===== config.mk =====
export PLATFORM = sky130hd
export DESIGN_NAME = pci_cmdstat_reg
export DESIGN_NICKNAME = d
export VERILOG_FILES = /design/src/rtl/pci_cmdstat_reg.sv
export SDC_FILE = /design/constraint.sdc
export NUM_CORES = 1
export LEC_CHECK = 0
export ABC_CLOCK_PERIOD_IN_PS = 1000
export BUFFER_PORTS_ARGS = -buffer_cell sky130_fd_sc_hd__buf_4
export CORE_ASPECT_RATIO = 1.75
export CORE_MARGIN = 2
export CORE_UTILIZATION = 32
export CTS_CLUSTER_SIZE = 14
export DETAILED_ROUTE_END_ITERATION = 10
export PLACE_DENSITY = 0.75
export SYNTH_ARGS = -nofsm -noshare
export SYNTH_HDL_FRONTEND = slang
export SYNTH_SLANG_ARGS = --single-unit

===== constraint.sdc =====
create_clock -name clk -period 1 [get_ports clk]
set_input_delay 0.05 -clock clk [delete_from_list [all_inputs] [get_ports clk]]
set_output_delay 0.05 -clock clk [all_outputs]
set_load 0.01 [all_outputs]

===== src/rtl/pci_cmdstat_reg.sv =====
module pci_cmdstat_reg (
  input  logic        clk,
  input  logic        rst_n,
  input  logic        ev_addr_perr,
  input  logic        ev_data_perr,
  input  logic        ev_perr_seen,
  input  logic        ev_is_master,
  input  logic        ev_mst_abort,
  input  logic        ev_tgt_abort_rcvd,
  input  logic        ev_tgt_abort_sent,
  input  logic        cfg_wr,
  input  logic [3:0]  cfg_be,
  input  logic [31:0] cfg_wdata,
  output logic [31:0] reg_value,
  output logic        serr_req,
  output logic        fatal_req,
  output logic        wr_abort
);

  localparam logic [15:0] CMD_WMASK = 16'h0147;
  localparam int PAR_RESP = 6;
  localparam int SERR_EN  = 8;

  logic [15:0] cmd_q;
  logic st_dpe, st_sse, st_rma, st_rta, st_sta, st_dpr;
  logic serr_q, fatal_q;
  logic be_legal, wr_ok;
  logic [7:0] clr;

  always_comb begin
    case (cfg_be)
      4'b0001, 4'b0010, 4'b0100, 4'b1000,
      4'b0011, 4'b1100, 4'b1111: be_legal = 1'b1;
      default:                   be_legal = 1'b0;
    endcase
  end

  assign wr_abort = cfg_wr & ~be_legal;
  assign wr_ok    = cfg_wr & be_legal;
  assign clr      = (wr_ok && cfg_be[3]) ? cfg_wdata[31:24] : 8'h00;

  wire any_perr = ev_addr_perr | ev_data_perr;
  wire set_sse  = ev_addr_perr & cmd_q[SERR_EN];
  wire set_dpr  = ev_perr_seen & ev_is_master & cmd_q[PAR_RESP];
  wire set_sta  = ev_tgt_abort_sent | wr_abort;

  always_ff @(posedge clk or negedge rst_n) begin
    if (!rst_n) begin
      cmd_q <= '0;
    end else if (wr_ok) begin
      if (cfg_be[0]) cmd_q[7:0]  <= cfg_wdata[7:0]  & CMD_WMASK[7:0];
      if (cfg_be[1]) cmd_q[15:8] <= cfg_wdata[15:8] & CMD_WMASK[15:8];
    end
  end

  always_ff @(posedge clk or negedge rst_n) begin
    if (!rst_n) begin
      st_dpe  <= 1'b0;
      st_sse  <= 1'b0;
      st_rma  <= 1'b0;
      st_rta  <= 1'b0;
      st_sta  <= 1'b0;
      st_dpr  <= 1'b0;
      serr_q  <= 1'b0;
      fatal_q <= 1'b0;
    end else begin
      st_dpe  <= any_perr          | (st_dpe & ~clr[7]);
      st_sse  <= set_sse           | (st_sse & ~clr[6]);
      st_rma  <= ev_mst_abort      | (st_rma & ~clr[5]);
      st_rta  <= ev_tgt_abort_rcvd | (st_rta & ~clr[4]);
      st_sta  <= set_sta           | (st_sta & ~clr[3]);
      st_dpr  <= set_dpr           | (st_dpr & ~clr[0]);
      serr_q  <= set_sse;
      fatal_q <= any_perr & cmd_q[PAR_RESP];
    end
  end

  assign reg_value = {st_dpe, st_sse, st_rma, st_rta, st_sta, 2'b01, st_dpr,
                      8'h00, cmd_q};
  assign serr_req  = serr_q;
  assign fatal_req = fatal_q;


  refused_write_keeps_cmd_chk: assert property (@(posedge clk) disable iff (!rst_n)
    wr_abort |=> (reg_value[15:0] == $past(reg_value[15:0])) && reg_value[27]);


  parity_sets_dpe_chk: assert property (@(posedge clk) disable iff (!rst_n)
    (ev_addr_perr || ev_data_perr) |=> reg_value[31]);


  dpr_needs_all_chk: assert property (@(posedge clk) disable iff (!rst_n)
    $rose(reg_value[24]) |-> $past(ev_perr_seen && ev_is_master && reg_value[PAR_RESP]));


  serr_follows_addr_perr_chk: assert property (@(posedge clk) disable iff (!rst_n)
    (ev_addr_perr && reg_value[SERR_EN]) |=> serr_req && reg_value[30]);


  serr_needs_enable_chk: assert property (@(posedge clk) disable iff (!rst_n)
    serr_req |-> $past(reg_value[SERR_EN] && ev_addr_perr));


  fatal_needs_resp_chk: assert property (@(posedge clk) disable iff (!rst_n)
    fatal_req |-> $past(reg_value[PAR_RESP] && (ev_addr_perr || ev_data_perr)));


  mst_abort_sets_chk: assert property (@(posedge clk) disable iff (!rst_n)
    ev_mst_abort |=> reg_value[29]);

endmodule


[Yosys cells after proc, flatten, opt, wreduce, memory -nomap -nowiden]
Index checks and enable logic that the tools add are counted.
Word-level totals
  word-level logic and storage cells: 50
  register bits: 13
  input bits: 46
Cells by class
  eq/ne operators: 7
  bitwise operators: 27
  muxes and demuxes: 2
  reduce and logical (&&, ||, !) cells: 4
Operator list (number)
  1-bit bitwise AND: 12
  4-bit equality test, second input constant: 3
  4-bit by 2-bit equality test with 1-bit output, second input constant: 2
  8-bit two-way mux: 1
  1-bit bitwise OR: 8
  1-bit NOT: 7
  7-bit OR reduction: 1
  4-bit by 1-bit equality test with 1-bit output, second input constant: 1
  4-bit by 3-bit equality test with 1-bit output, second input constant: 1
  2-bit AND reduction: 2
  1-bit logical AND: 1
  1-bit two-way mux: 1

[Longest topological paths before layout]
  word-level depth: 9
  mapped depth: 4
  gate-level depth less buffers: 3

[Worst setup path after synthesis]
No wires, ideal clock.
  kind: input port to flip-flop
  start: input port cfg_be[3]
  end: register st_sta
  data required time: 0.871 ns
  setup slack: -0.071 ns
  setup time: 0.129 ns
  buffers on the path: 1
  arrival time: 0.942 ns
  stages: 4
  path through: buf_6 > or2_4 > o211a_1 > a2111o_1
On the way
  word-level cells in the longest chain between the ends: 9
  elaborated cells between the ends (all ways): 18
  classes of those cells: eq/ne: 7; mux: 2; bitwise: 7; reduce/logical: 2
RTL lines
  start, declared: line 12  | input logic [3:0] cfg_be,
  4-bit by 1-bit equality test with 1-bit output (tied with other cells): line 31  | case (cfg_be)
  7-bit OR reduction: line 31
  1-bit two-way mux: line 31
  1-bit bitwise AND: line 39  | assign wr_ok = cfg_wr & be_legal;
  1-bit logical AND: line 40  | assign clr = (wr_ok && cfg_be[3]) ? cfg_wdata[31:24] : 8'h00;
  8-bit two-way mux: line 40
  1-bit NOT: line 71  | st_sta <= set_sta | (st_sta & ~clr[3]);
  1-bit bitwise AND: line 71
  1-bit bitwise OR *: line 71
  end signal, assigned: line 71
  end, declared: line 25  | logic st_dpe, st_sse, st_rma, st_rta, st_sta, st_dpr;
Mark *: on every way between the ends. The rest lies on a longest branch, timed or not.
A chain may end at the register's enable or synchronous reset.

[Worst setup path after layout]
  start: input port cfg_be[0]
  end: output port wr_abort
On the way
  word-level cells in the longest chain between the ends: 5
  elaborated cells between the ends (all ways): 11
  classes of those cells: eq/ne: 7; mux: 1; bitwise: 2; reduce/logical: 1
RTL lines
  4-bit by 1-bit equality test with 1-bit output (tied with other cells): line 31
  7-bit OR reduction *: line 31
  1-bit two-way mux *: line 31
  1-bit NOT *: line 38  | assign wr_abort = cfg_wr & ~be_legal;
  1-bit bitwise AND *: line 38
  end, declared: line 17  | output logic wr_abort
Marks and branches as above.

==> metrics <==
FF+latch count, synth=13; vias per cell=4.60; FMAX=1010 MHz; setup ws final=0.0128 ns; Routed WL=1810 um; setup repair bufs after CTS=0; Initial Util=33.5%; initial antenna violation count=0; Hold Crit Depth=2; Synth Flop Type=dfrtp_1; Synth Area in Simple Gates=8.64%; area fraction of the dominant cell type after synthesis=39.4%; io pins=81; clk buf depth=2; Root Driver=clkbuf_8; Post-synth EDFFs=0; CTS tree=yes; Warnings, synthesis=0; hold_ws=0.0205 ns; vias in the first global route=671; Inst Count DP=140; most frequent cells after synthesis=27 x buf_4, 13 x dfrtp_1, 5 x mux2_2, 5 x o2111ai_1, 3 x a21o_1; Setup crit start=cfg_be[0]; reg2reg end=st_sta$_DFF_PN0_; critical path launch point type=input port; skew final=0.00192 ns; CTS Buf Count=3; final setup violation count=0; Place WS=-0.200 ns; GPL Wtd Cong=0.804; Total GRT Usage=12.4%; Std-Cell Core Area=2460 um2; Reg clk slew, reported paths=0.05 ns; cells after synthesis=80; part of the cycle the worst path needs=98.7%; Final Non-Filler Cells=147; total leakage power=0.557 nW; clk sink count=13; Initial DRC Count=7; vias=676; die area=3020 um2; FF-to-FF Start=st_sta$_DFF_PN0_; share of cells above drive strength 1=47.9%; Critical Path Sink Type=primary output; total congestion overflow=0; r2r worst-path depth=3; largest stage delay on the critical path=0.37 ns; register area share after synthesis=39.4%; DRC=0; Mean Syn Cell Area=10.3 um2; Worst Hold Class=in2reg; post-synth cell types=27; Crit path max-delay family=simple AND/OR/NAND/NOR gates; Setup CP Type=in2out; first-pass GRT wire length=2840 um; P&R area growth vs syn=37.0%; Slowest-stage cell, CP=or3b_1; Port Buf Inserts=38; max-cap violations=0; Fill cells=243; mux cell area share after synthesis=6.82%; CP bufs+invs=2; largest family of logic cells by synthesized area=buffers and inverters; min Tclk post-route=0.987 ns; outcome=finished clean; Pwr Density=1390 nW/um2; Synth Cell Area=826 um2; Synth async-reset ratio=100%; Rows=24; worst-path maximum fanout=4; DIE HEIGHT=71.2 um; IR drop worst, VDD=0.739 mV; n_diodes=0; Synth Area in Compound Gates=16.8%; top-count cell post-synth=buf_4; H-Tree Depth=1; Final Max Tran Viols=0; worst min-delay path startpoint=ev_tgt_abort_sent; crit path DAT=0.94 ns; dpl hpwl=1480 um; Die X=42.4 um; cell taking the most area after synthesis=dfrtp_1; First-pass DRT Iterations=3; routed len/inst=12.3 um; Final ANT Viol Nets=0; Synth Area in XOR/XNOR=0%; flop-to-flop setup slack=0.04 ns; Final Hold Viols=0; clk_lat worst skew=0.24 ns; nets@finish=168; adder-cell share of the synthesized area=0%; CP Cell Sequence=buf_6 -> or3b_1 -> o211a_1 -> and2_4 -> buf_6; Worst EP required=0.95 ns; hold worst-path end=st_sta$_DFF_PN0_; CP dominant cell by count=buf_6; setup TNS=0 ns; Synth area leaders=dfrtp_1 39%, buf_4 25%, mux2_2 6.8%, o2111ai_1 5.3%, a21o_1 2.7%; largest net degree at the start of global routing=14
area by class of cell:
| type | instances | area (um2) | area share (%) |
|---|---|---|---|
| clock buffer | 3 | 41.3 | 3.65 |
| clock inverter | 1 | 5.00 | 0.442 |
| inverter | 1 | 3.75 | 0.332 |
| multi-input combinational | 55 | 348 | 30.8 |
| sequential | 13 | 325 | 28.8 |
| tap | 26 | 32.5 | 2.88 |
| timing repair buffer | 48 | 375 | 33.2 |
worst max-delay path by stage:
stage | endpoint | slack, ns | cells after the start
after CTS | wr_abort | 0.003 | 5
after global placement | cmd_q[2]$_DFFE_PN0P_ | -0.18 | 4
after global routing | wr_abort | -0.02 | 6
after floorplan | st_sta$_DFF_PN0_ | -0.07 | 4
final | wr_abort | 0.01 | 5
after detailed placement | st_sta$_DFF_PN0_ | -0.20 | 4
metal layers:
layer / share of wire (%) / vias to the layer above / GRT usage, % / wire, um
met3: 7.5 / 0 / 2.55 / 136
met5: 0 / - / 0 / 0
met4: 0 / 0 / 6.94 / 0
li1: - / 313 / - / -
met1: 32 / 327 / 12.1 / 581
met2: 60 / 36 / 23.1 / 1090
metrics by stage:
stage                     cell area [um2]  total power [W]  utilization (%)
after floorplan                       897         0.000943                -
after global placement               1040          0.00111             42.4
after global routing                 1130          0.00168             45.9
after CTS                            1120          0.00159             45.7
final                                1130          0.00158             45.9
after detailed placement             1040          0.00112             42.4
report_power, final:
| group | switching (W) | internal, W |
|---|---|---|
| logic | 0.000201 | 0.000266 |
| registers | 0.0000479 | 0.000609 |
| clock network | 0.000180 | 0.000275 |
| total | 0.000428 | 0.00115 |
worst register-to-register path, stage by stage (launching register included):
cell	delay, ns
dfrtp_1	0.37
inv_1	0.07
a31oi_1	0.04
a2111o_1	0.35
sequential cells by signal (all words and copies together) (netlist names):
register / count
st_dpr: 1
fatal_req: 1
serr_req: 1
st_dpe: 1
st_sse: 1
st_sta: 1
st_rta: 1
cmd_q: 5
st_rma: 1
cells by family (layout without fill, tap and decap cells):
family / Yosys count / count (layout)
other: 2 / 21
buffers and inverters: 31 / 53
AO/OA/AOI/OAI: 17 / 17
flip-flops: 13 / 13
multiplexers: 5 / 5
AND/OR/NAND/NOR: 12 / 12
timing repair:
item | CTS | global route
resized for setup | 1 | 3
hold buffers | 3 | 0
setup endpoints to repair | 2 | 1
endpoints found under the hold margin | 15 | 0
pin swaps | 2 | 1
layout by cell type, fill, tap and decap left out:
| cell type | synthesis | routed |
|---|---|---|
| nor2_2 | 1 | 1 |
| or3b_1 | 1 | 1 |
| nand3_1 | 2 | 2 |
| and3_1 | 2 | 2 |
| dlygate4sd3_1 | 0 | 3 |
| mux2_2 | 5 | 5 |
| a32o_1 | 1 | 1 |
| inv_1 | 1 | 1 |
| buf_6 | 1 | 2 |
| buf_4 | 27 | 43 |
| and2_4 | 0 | 1 |
| conb_1 | 2 | 21 |
| clkbuf_8 | 0 | 3 |
| o211a_1 | 1 | 1 |
| nand2_1 | 2 | 2 |
| a21oi_1 | 1 | 1 |
| o2111ai_1 | 5 | 5 |
| dfrtp_1 | 13 | 13 |
| a21oi_2 | 1 | 1 |
| o21ai_1 | 0 | 1 |
| and2_1 | 2 | 1 |
| a21o_1 | 3 | 3 |
| o21a_1 | 1 | 1 |
| nor3_1 | 1 | 1 |
| a31oi_1 | 1 | 1 |
| or2_4 | 1 | 1 |
| a211o_1 | 1 | 1 |
| clkinv_2 | 0 | 1 |
| a2111o_1 | 1 | 1 |
No activity file was read; power rests on OpenSTA's default activity.
